## src/rtl/hpb_pkg.sv

```systemverilog
package hpb_pkg;
  typedef enum logic [1:0] {
    SEL_ADDR = 2'd0,
    SEL_CTRL = 2'd1,
    SEL_DATA = 2'd2,
    SEL_RSVD = 2'd3
  } hsel_e;

  typedef enum logic [1:0] {
    ST_IDLE = 2'd0,
    ST_H0   = 2'd1,
    ST_H1   = 2'd2,
    ST_DONE = 2'd3
  } st_e;

  localparam int unsigned CTRL_ORDER_BIT = 0;
  localparam int unsigned CTRL_HINT_BIT  = 1;
endpackage

```

## src/rtl/hpb_regs.sv

```systemverilog
module hpb_regs
  import hpb_pkg::*;
#(
  parameter int unsigned HW = 16,
  localparam int unsigned DW = 2 * HW
) (
  input  logic          clk_i,
  input  logic          rst_ni,
  input  logic          wr_ctrl_i,
  input  logic          wr_addr_i,
  input  logic [DW-1:0] wdata_i,
  output logic          order_o,
  output logic          hint_o,
  output logic          armed_o,
  output logic [DW-1:0] ctrl_rd_o,
  output logic [DW-1:0] addr_rd_o
);
  logic          order_q, hint_q, armed_q;
  logic [DW-1:0] addr_q;

  always_ff @(posedge clk_i or negedge rst_ni) begin
    if (!rst_ni) begin
      order_q <= 1'b0;
      hint_q  <= 1'b0;
      armed_q <= 1'b0;
      addr_q  <= '0;
    end else begin
      if (wr_ctrl_i) begin
        order_q <= wdata_i[CTRL_ORDER_BIT];
        hint_q  <= wdata_i[CTRL_HINT_BIT];
        if (wdata_i[CTRL_ORDER_BIT]) armed_q <= 1'b1;  // sticky until reset
      end
      if (wr_addr_i) addr_q <= wdata_i;
    end
  end

  always_comb begin
    ctrl_rd_o = '0;
    ctrl_rd_o[CTRL_ORDER_BIT] = order_q;
    ctrl_rd_o[CTRL_HINT_BIT]  = hint_q;
  end

  assign order_o   = order_q;
  assign hint_o    = hint_q;
  assign armed_o   = armed_q;
  assign addr_rd_o = addr_q;

  a_r4_armed_sticky: assert property (@(posedge clk_i) disable iff (!rst_ni)
    armed_q |=> armed_q);
endmodule

```

## src/rtl/hpb_seq.sv

```systemverilog
module hpb_seq
  import hpb_pkg::*;
#(
  parameter int unsigned HW = 16,
  localparam int unsigned DW = 2 * HW
) (
  input  logic          clk_i,
  input  logic          rst_ni,
  input  logic          h_req_i,
  input  logic          h_we_i,
  input  logic [1:0]    h_sel_i,
  input  logic [DW-1:0] h_wdata_i,
  output logic [DW-1:0] h_rdata_o,
  output logic          h_ack_o,
  input  logic          armed_i,
  input  logic          order_i,
  input  logic [DW-1:0] ctrl_rd_i,
  input  logic [DW-1:0] addr_rd_i,
  output logic          wr_ctrl_o,
  output logic          wr_addr_o,
  output logic          p_req_o,
  output logic          p_we_o,
  output logic          p_reg_o,
  output logic          p_half_o,
  output logic [HW-1:0] p_wdata_o,
  input  logic [HW-1:0] p_rdata_i,
  input  logic          p_rdy_i
);
  st_e           st_q, st_d;
  hsel_e         sel_in, sel_q;
  logic          we_q, ord_q;
  logic [DW-1:0] wd_q, rd_q, rd_local;
  logic          accept, to_port, go_port, pos, xfer_done;

  assign sel_in  = hsel_e'(h_sel_i);
  assign accept  = (st_q == ST_IDLE) && h_req_i;
  assign to_port = (sel_in == SEL_DATA) || ((sel_in == SEL_ADDR) && h_we_i);
  assign go_port = accept && to_port && armed_i;

  assign wr_ctrl_o = accept && h_we_i && (sel_in == SEL_CTRL);
  assign wr_addr_o = go_port && (sel_in == SEL_ADDR);

  always_comb begin
    rd_local = '0;
    if (!h_we_i && sel_in == SEL_CTRL) rd_local = ctrl_rd_i;
    if (!h_we_i && sel_in == SEL_ADDR) rd_local = addr_rd_i;
  end

  // pos selects the data half on the wire: 0 is bits HW-1:0
  assign p_req_o   = (st_q == ST_H0) || (st_q == ST_H1);
  assign p_half_o  = (st_q == ST_H1);
  assign pos       = ord_q ? p_half_o : ~p_half_o;
  assign p_wdata_o = pos ? wd_q[DW-1:HW] : wd_q[HW-1:0];
  assign p_we_o    = we_q;
  assign p_reg_o   = (sel_q == SEL_DATA);
  assign xfer_done = p_req_o && p_rdy_i;

  always_comb begin
    st_d = st_q;
    unique case (st_q)
      ST_IDLE: if (h_req_i) st_d = go_port ? ST_H0 : ST_DONE;
      ST_H0:   if (p_rdy_i) st_d = ST_H1;
      ST_H1:   if (p_rdy_i) st_d = ST_DONE;
      ST_DONE: st_d = ST_IDLE;
      default: st_d = ST_IDLE;
    endcase
  end

  always_ff @(posedge clk_i or negedge rst_ni) begin
    if (!rst_ni) begin
      st_q  <= ST_IDLE;
      sel_q <= SEL_ADDR;
      we_q  <= 1'b0;
      ord_q <= 1'b0;
      wd_q  <= '0;
      rd_q  <= '0;
    end else begin
      st_q <= st_d;
      if (accept) begin
        sel_q <= sel_in;
        we_q  <= h_we_i;
        ord_q <= order_i;
        wd_q  <= h_wdata_i;
        rd_q  <= rd_local;
      end else if (xfer_done && !we_q) begin
        if (pos) rd_q[DW-1:HW] <= p_rdata_i;
        else     rd_q[HW-1:0]  <= p_rdata_i;
      end
    end
  end

  assign h_ack_o   = (st_q == ST_DONE);
  assign h_rdata_o = rd_q;

  a_r7_hold_until_ready: assert property (@(posedge clk_i) disable iff (!rst_ni)
    (p_req_o && !p_rdy_i) |=> (p_req_o && $stable(p_half_o) && $stable(p_wdata_o)));
  a_r7_ack_pulse: assert property (@(posedge clk_i) disable iff (!rst_ni)
    h_ack_o |=> !h_ack_o);
  a_r3_no_port_unarmed: assert property (@(posedge clk_i) disable iff (!rst_ni)
    p_req_o |-> armed_i);
endmodule

```

## src/rtl/hpb_bridge.sv

```systemverilog
module hpb_bridge
  import hpb_pkg::*;
#(
  parameter int unsigned HW = 16,
  localparam int unsigned DW = 2 * HW
) (
  input  logic          clk_i,
  input  logic          rst_ni,
  input  logic          h_req_i,
  input  logic          h_we_i,
  input  logic [1:0]    h_sel_i,
  input  logic [DW-1:0] h_wdata_i,
  output logic [DW-1:0] h_rdata_o,
  output logic          h_ack_o,
  output logic          p_req_o,
  output logic          p_we_o,
  output logic          p_reg_o,
  output logic          p_half_o,
  output logic [HW-1:0] p_wdata_o,
  input  logic [HW-1:0] p_rdata_i,
  input  logic          p_rdy_i,
  output logic          hint_o
);
  logic          wr_ctrl, wr_addr, order, armed;
  logic [DW-1:0] ctrl_rd, addr_rd;

  hpb_regs #(.HW(HW)) u_regs (
    .clk_i     (clk_i),
    .rst_ni    (rst_ni),
    .wr_ctrl_i (wr_ctrl),
    .wr_addr_i (wr_addr),
    .wdata_i   (h_wdata_i),
    .order_o   (order),
    .hint_o    (hint_o),
    .armed_o   (armed),
    .ctrl_rd_o (ctrl_rd),
    .addr_rd_o (addr_rd)
  );

  hpb_seq #(.HW(HW)) u_seq (
    .clk_i     (clk_i),
    .rst_ni    (rst_ni),
    .h_req_i   (h_req_i),
    .h_we_i    (h_we_i),
    .h_sel_i   (h_sel_i),
    .h_wdata_i (h_wdata_i),
    .h_rdata_o (h_rdata_o),
    .h_ack_o   (h_ack_o),
    .armed_i   (armed),
    .order_i   (order),
    .ctrl_rd_i (ctrl_rd),
    .addr_rd_i (addr_rd),
    .wr_ctrl_o (wr_ctrl),
    .wr_addr_o (wr_addr),
    .p_req_o   (p_req_o),
    .p_we_o    (p_we_o),
    .p_reg_o   (p_reg_o),
    .p_half_o  (p_half_o),
    .p_wdata_o (p_wdata_o),
    .p_rdata_i (p_rdata_i),
    .p_rdy_i   (p_rdy_i)
  );

  // ready handshakes seen since the last acknowledge
  logic [1:0] rdy_cnt_q;
  always_ff @(posedge clk_i or negedge rst_ni) begin
    if (!rst_ni)                  rdy_cnt_q <= '0;
    else if (h_ack_o)             rdy_cnt_q <= '0;
    else if (p_req_o && p_rdy_i)  rdy_cnt_q <= rdy_cnt_q + 2'd1;
  end

  a_r7_two_ready: assert property (@(posedge clk_i) disable iff (!rst_ni)
    h_ack_o |-> (rdy_cnt_q == 2'd0 || rdy_cnt_q == 2'd2));
  a_r7_ready_bound: assert property (@(posedge clk_i) disable iff (!rst_ni)
    (p_req_o && p_rdy_i) |-> (rdy_cnt_q < 2'd2));
  a_r10_hint_src: assert property (@(posedge clk_i) disable iff (!rst_ni)
    !$stable(hint_o) |-> $past(wr_ctrl));
endmodule

```

## config.mk

```make
export PLATFORM = sky130hd
export DESIGN_NAME = hpb_bridge
export DESIGN_NICKNAME = d
export VERILOG_FILES = /design/src/rtl/hpb_pkg.sv /design/src/rtl/hpb_regs.sv /design/src/rtl/hpb_seq.sv /design/src/rtl/hpb_bridge.sv
export SDC_FILE = /design/constraint.sdc
export NUM_CORES = 1
export LEC_CHECK = 0
export ABC_AREA = 1
export BUFFER_PORTS_ARGS = -buffer_cell sky130_fd_sc_hd__buf_2
export CAP_MARGIN = 25
export CORE_MARGIN = 8
export CORE_UTILIZATION = 50
export DETAILED_ROUTE_END_ITERATION = 6
export PLACE_DENSITY = 0.82
export SYNTH_ARGS = -nofsm -noshare
export SYNTH_HDL_FRONTEND = slang
export SYNTH_SLANG_ARGS = --single-unit
```

## constraint.sdc

```tcl
create_clock -name clk_i -period 2.58 [get_ports clk_i]
set_input_delay 0.645 -clock clk_i [delete_from_list [all_inputs] [get_ports clk_i]]
set_output_delay 0.645 -clock clk_i [all_outputs]
set_load 0.02 [all_outputs]
```

Word level (Yosys, flattened, before mapping)
Index checks and enable logic that the tools add are counted.

operators by class
  add/sub/neg operators = 0
  magnitude comparators = 0
  reductions and logical operators = 23
  multipliers = 0
  divide/modulo/power cells = 0
  bitwise gates (word level) = 1
  muxes and demuxes = 13
  shift-type cells = 0
  equality and inequality tests = 10

operators by type and width
  operator                                                         count
  32-bit 2-to-1 mux                                                3
  16-bit 2-to-1 mux                                                3
  1-bit logical AND                                                11
  2-bit 2-to-1 mux                                                 5
  2-bit == test, second input constant                             4
  2-bit one-hot mux with 4 select lines                            1
  2-bit != test, second input constant                             3
  2-bit AND reduction                                              3
  2-bit by 1-bit == test with 1-bit output, second input constant  2
  2-bit zero test                                                  2
  2-bit nonzero test                                               2
  3-bit AND reduction                                              1
  1-bit zero test                                                  2
  1-bit logical OR                                                 2
  2-bit by 1-bit != test with 1-bit output, second input constant  1
  1-bit 2-to-1 mux                                                 1
  1-bit NOT                                                        1

storage, ports and cells
  memories = 0
  input port bits = 55
  RAM bits = 0
  output and inout port bits = 54
  logic and storage cells = 58
  bits in latches = 0
  register bits after elaboration = 105
  memory bits (read-only) = 0

Logic depth before layout (Yosys ltp)
  depth in word-level cells = 8
  depth in mapped cells = 12
  depth with buffers taken out = 11

Hierarchy
A second synthesis with hierarchy kept.

unflattened totals
  cell total of the unflattened synthesis = 746
  area, all modules = 5635.4 µm²

modules (own cells, without submodules)
  module    cells an instance  area an instance (µm²)  times used
  hpb_seq   565                3990.1                  1
  hpb_regs  181                1645.3                  1

Worst setup path before layout
No wires, ideal clock.

  kind = reg2out
  from = reg u_seq.st_q[0]
  to = out p_wdata_o[0]
  stages on the path, launching flop included = 10
  buffers on the path = 1
  setup slack = 0.248 ns
  arrival = 1.687 ns
  cells stage by stage = dfrtp_1 > inv_1 > ha_1 > inv_1 > nand2_1 > nand2_2 > inv_2 > clkbuf_1 > nand2_1 > nand2_1

on the way
  cells in the longest elaborated chain, start to end = 4

ends and longest elaborated chain
  what                      line              text
  start: declaration        hpb_seq.sv:29     st_e st_q, st_d;
  start signal: assignment  hpb_seq.sv:78     st_q <= st_d;
  2-bit == test *           hpb_seq.sv:51     assign p_half_o = (st_q == ST_H1);
  named net p_half_o        hpb_bridge.sv:18  output logic p_half_o,
  1-bit NOT                 hpb_seq.sv:52     assign pos = ord_q ? p_half_o : ~p_half_o;
  1-bit 2-to-1 mux *        hpb_seq.sv:52
  16-bit 2-to-1 mux *       hpb_seq.sv:53     assign p_wdata_o = pos ? wd_q[DW-1:HW] : wd_q[HW-1:0];
  end: declaration          hpb_bridge.sv:19  output logic [HW-1:0] p_wdata_o,

The timed path passes the listed nets; every way through them passes the cells marked *.

Worst setup path in the final report
  from = reg u_seq.st_q[0]
  to = out p_wdata_o[10]

on the way
  cells in the longest elaborated chain, start to end = 4

ends and longest elaborated chain
  what                 line
  2-bit == test *      hpb_seq.sv:51
  1-bit NOT            hpb_seq.sv:52
  1-bit 2-to-1 mux *   hpb_seq.sv:52
  16-bit 2-to-1 mux *  hpb_seq.sv:53

Every way passes the cells marked *; elsewhere a longest branch is shown, timed or not.

==> impl_results.md <==
- CP top delay family: buffers and inverters
- Register area share after synthesis: 57.0%
- Peak VDD IR: 0.596 mV
- Clock sink total: 105
- Maximum capacitance violations: 0
- Worst Path Required: 1.93 ns
- Fin crit period: 2.47 ns
- Internal: 4.08 mW
- WP buf/inv: 3
- Vias in the first global route: 3959
- CTS tree: built
- Logic pwr share: 45.6%
- Pwr Density: 1320 nW/um^2
- Layout Area Growth over Synthesis: 19.9%
- Final WL: 12.1 mm
- Final setup fails: 0
- CP Class: reg -> out
- Cell count along the critical path: 8
- Cell with the most instances after synthesis: nand2_1
- Startpoint types: flip-flop
- CP peak stage delay: 0.42 ns
- Post-synth EDFFs: 0
- GR Overflow Total: 0
- Synth warn: 0
- Worst-margin pin slew: 0.763 ns
- Async set or reset register ratio after synthesis: 100%
- Setup TNS: 0 ns
- Share of the synthesized area in the top cell type: 57.0%
- Worst clock skew: 0.0128 ns
- Maximum clock rate: 404 MHz
- Die width: 112 um
- GRT Resource Usage Total: 19.6%
- CTS root buffer: clkbuf_8
- # port buffers: 108
- Die area: 12500 um^2
- Global-route wire length before repair: 19.9 mm
- Skew-Pair Late Insertion Delay: 0.36 ns
- Mapped Nets: 642
- Final period utilization: 95.8%
- Crit. End Element: output port
- Routed len/inst: 15.1 um
- Dominant cell type by area after synthesis: dfrtp_1
- IO Pins: 109
- Clk pwr share: 16.1%
- Fin nets: 746
- Arrival @ worst endpoint: 1.83 ns
- Layout cells sized above 1: 20.8%
- Via density per instance: 4.98
- Remaining DRCs: 0
- GP Congestion: 0.866
- Status: complete, no violations
- Initial Util: 50.6%
- Die height: 112 um
- Detailed-route via count: 4000
- Mapped Area: 4610 um^2
- Most used cell, CP: nand2_1
- CP max stage cell: dfrtp_1
- Worst slew margin: 49.0%
- Starting DRT DRC Count: 313
- Core area: 9110 um^2
- Synth cell types: 18
- Synth top area cells: dfrtp_1, nand2_1, o21ai_0, inv_1, ha_1
- Max H-tree Level: 3
- FF-to-FF path depth: 8
- FP Rows: 35
- Cell count after synthesis: 582
- Commonest cells in the netlist: nand2_1, dfrtp_1, o21ai_0
- CTS buffer count: 9
- Largest net degree at the start of global routing: 63
- Syn Area/Cell: 7.92 um^2
- Critical-path maximum fanout: 17
- ANT nets after route: 0
- Final Power: 7.30 mW
- 1st-pass router iterations: 5
- Switching share of power: 44.1%
- Lkg Pwr: 3.11 nW
- Main synth FF type: dfrtp_1
- Clock-pin slew on the worst setup and hold paths: 0.11 ns
- HPWL Detailed: 8.92 mm
- Flops & latches, synth: 105
- Reg-to-reg setup timing slack: 0.37 ns
- Crit path cell chain: inv_1 -> ha_2 -> nand2_1 -> nand2_2 -> buf_8 -> nand2_1 -> nand2_1 -> buf_2
- Sequential share of power: 38.3%
- Initial antenna violation count: 1
- Clock buffer depth: 2
- Worst hold path type: in -> async
- Final hold violation count: 0
- Psw: 3.22 mW
- Max Slew Vio Count: 0
final cells by class:
class,count,area [um^2]
fill,813,3580
multi-input combinational,408,1700
clock inverter,6,96.3
antenna,1,2.50
timing repair buffer,117,646
clock buffer,10,138
sequential,105,2630
inverter,45,174
tap,111,139
cell usage in the layout (no fill, tap or decap), types with 2 or more instances in the layout:
master / n
inv_1: 43
ha_1: 4
buf_2: 106
nor2_1: 9
nand3_1: 5
nor2_2: 3
nand2_2: 3
buf_4: 8
nand2_1: 309
dfrtp_1: 105
clkinv_4: 2
clkbuf_8: 10
o21ai_0: 65
buf_12: 2
bufinv_16: 2
o21ai_1: 5
metal layers:
layer  GRT usage (%)  vias to the layer above  part of all wire (%)
met2            30.3                      125                    47
met4            6.83                        0                   1.7
met3            3.73                       13                   5.7
met1            26.9                     1883                    46
met5               0                        -                     0
li1                -                     1979                     -
logic make-up (layout without fill, tap and decap cells):
kind of cell | after synthesis | after routing | synth area share (%)
flops | 105 | 105 | 57.0
simple gates | 331 | 331 | 27.6
fa+ha+maj | 5 | 5 | 1.36
buf+inv | 69 | 178 | 6.14
compound gates | 72 | 72 | 7.93
other cells | 0 | 1 | 0
registers in the layout, summed over array words and instances (netlist names):
register          count
u_seq.p_we_o          1
u_regs.hint_o         1
u_seq.wd_q           32
u_regs.armed_o        1
u_seq.st_q            2
u_seq.ord_q           1
u_regs.addr_rd_o     32
u_seq.h_rdata_o      32
u_seq.sel_q           2
u_regs.order_o        1
power groups by stage:
stage	sequential [mW]	clock [mW]	combinational (mW)
finish	2.80	1.18	3.33
global route	2.88	1.26	3.74
CTS	2.79	1.18	3.32
detailed placement	2.82	0	3.29
global placement	2.77	0	3.19
floorplan	3.04	0	1.91
final timing paths:
path                                     start                  end
max reg2reg                      u_seq.st_q[1]  u_seq.h_rdata_o[21]
min reg2reg                u_seq.h_rdata_o[28]  u_seq.h_rdata_o[28]
max in group asynchronous               rst_ni       u_seq.wd_q[31]
max                              u_seq.st_q[0]        p_wdata_o[10]
min in group clk_i         u_seq.h_rdata_o[28]  u_seq.h_rdata_o[28]
min                                     rst_ni   u_seq.h_rdata_o[4]
metrics by stage:
| step | util [%] | hold slack, ns | instances | instance area, um^2 | worst slack [ns] |
|---|---|---|---|---|---|
| after floorplan | - | 0.349 | 582 | 4610 | 0.248 |
| after global placement | 57.8 | 0.448 | 785 | 5260 | 0.443 |
| after detailed placement | 57.8 | 0.454 | 785 | 5260 | 0.348 |
| after CTS | 60.4 | 0.280 | 801 | 5500 | 0.00794 |
| after global routing | 60.7 | 0.296 | 803 | 5530 | -0.00988 |
| final | 60.7 | 0.263 | 803 | 5530 | 0.107 |
what timing repair did:
| item | 4_1_cts | 5_1_grt |
|---|---|---|
| endpoints found under the setup margin | 6 | 16 |
| buffers inserted | 0 | 1 |
| resized for setup | 1 | 7 |
| hold buffers | 0 | 0 |
| gates cloned | 0 | 0 |
Note: power is estimated with default switching activity, not from simulation.
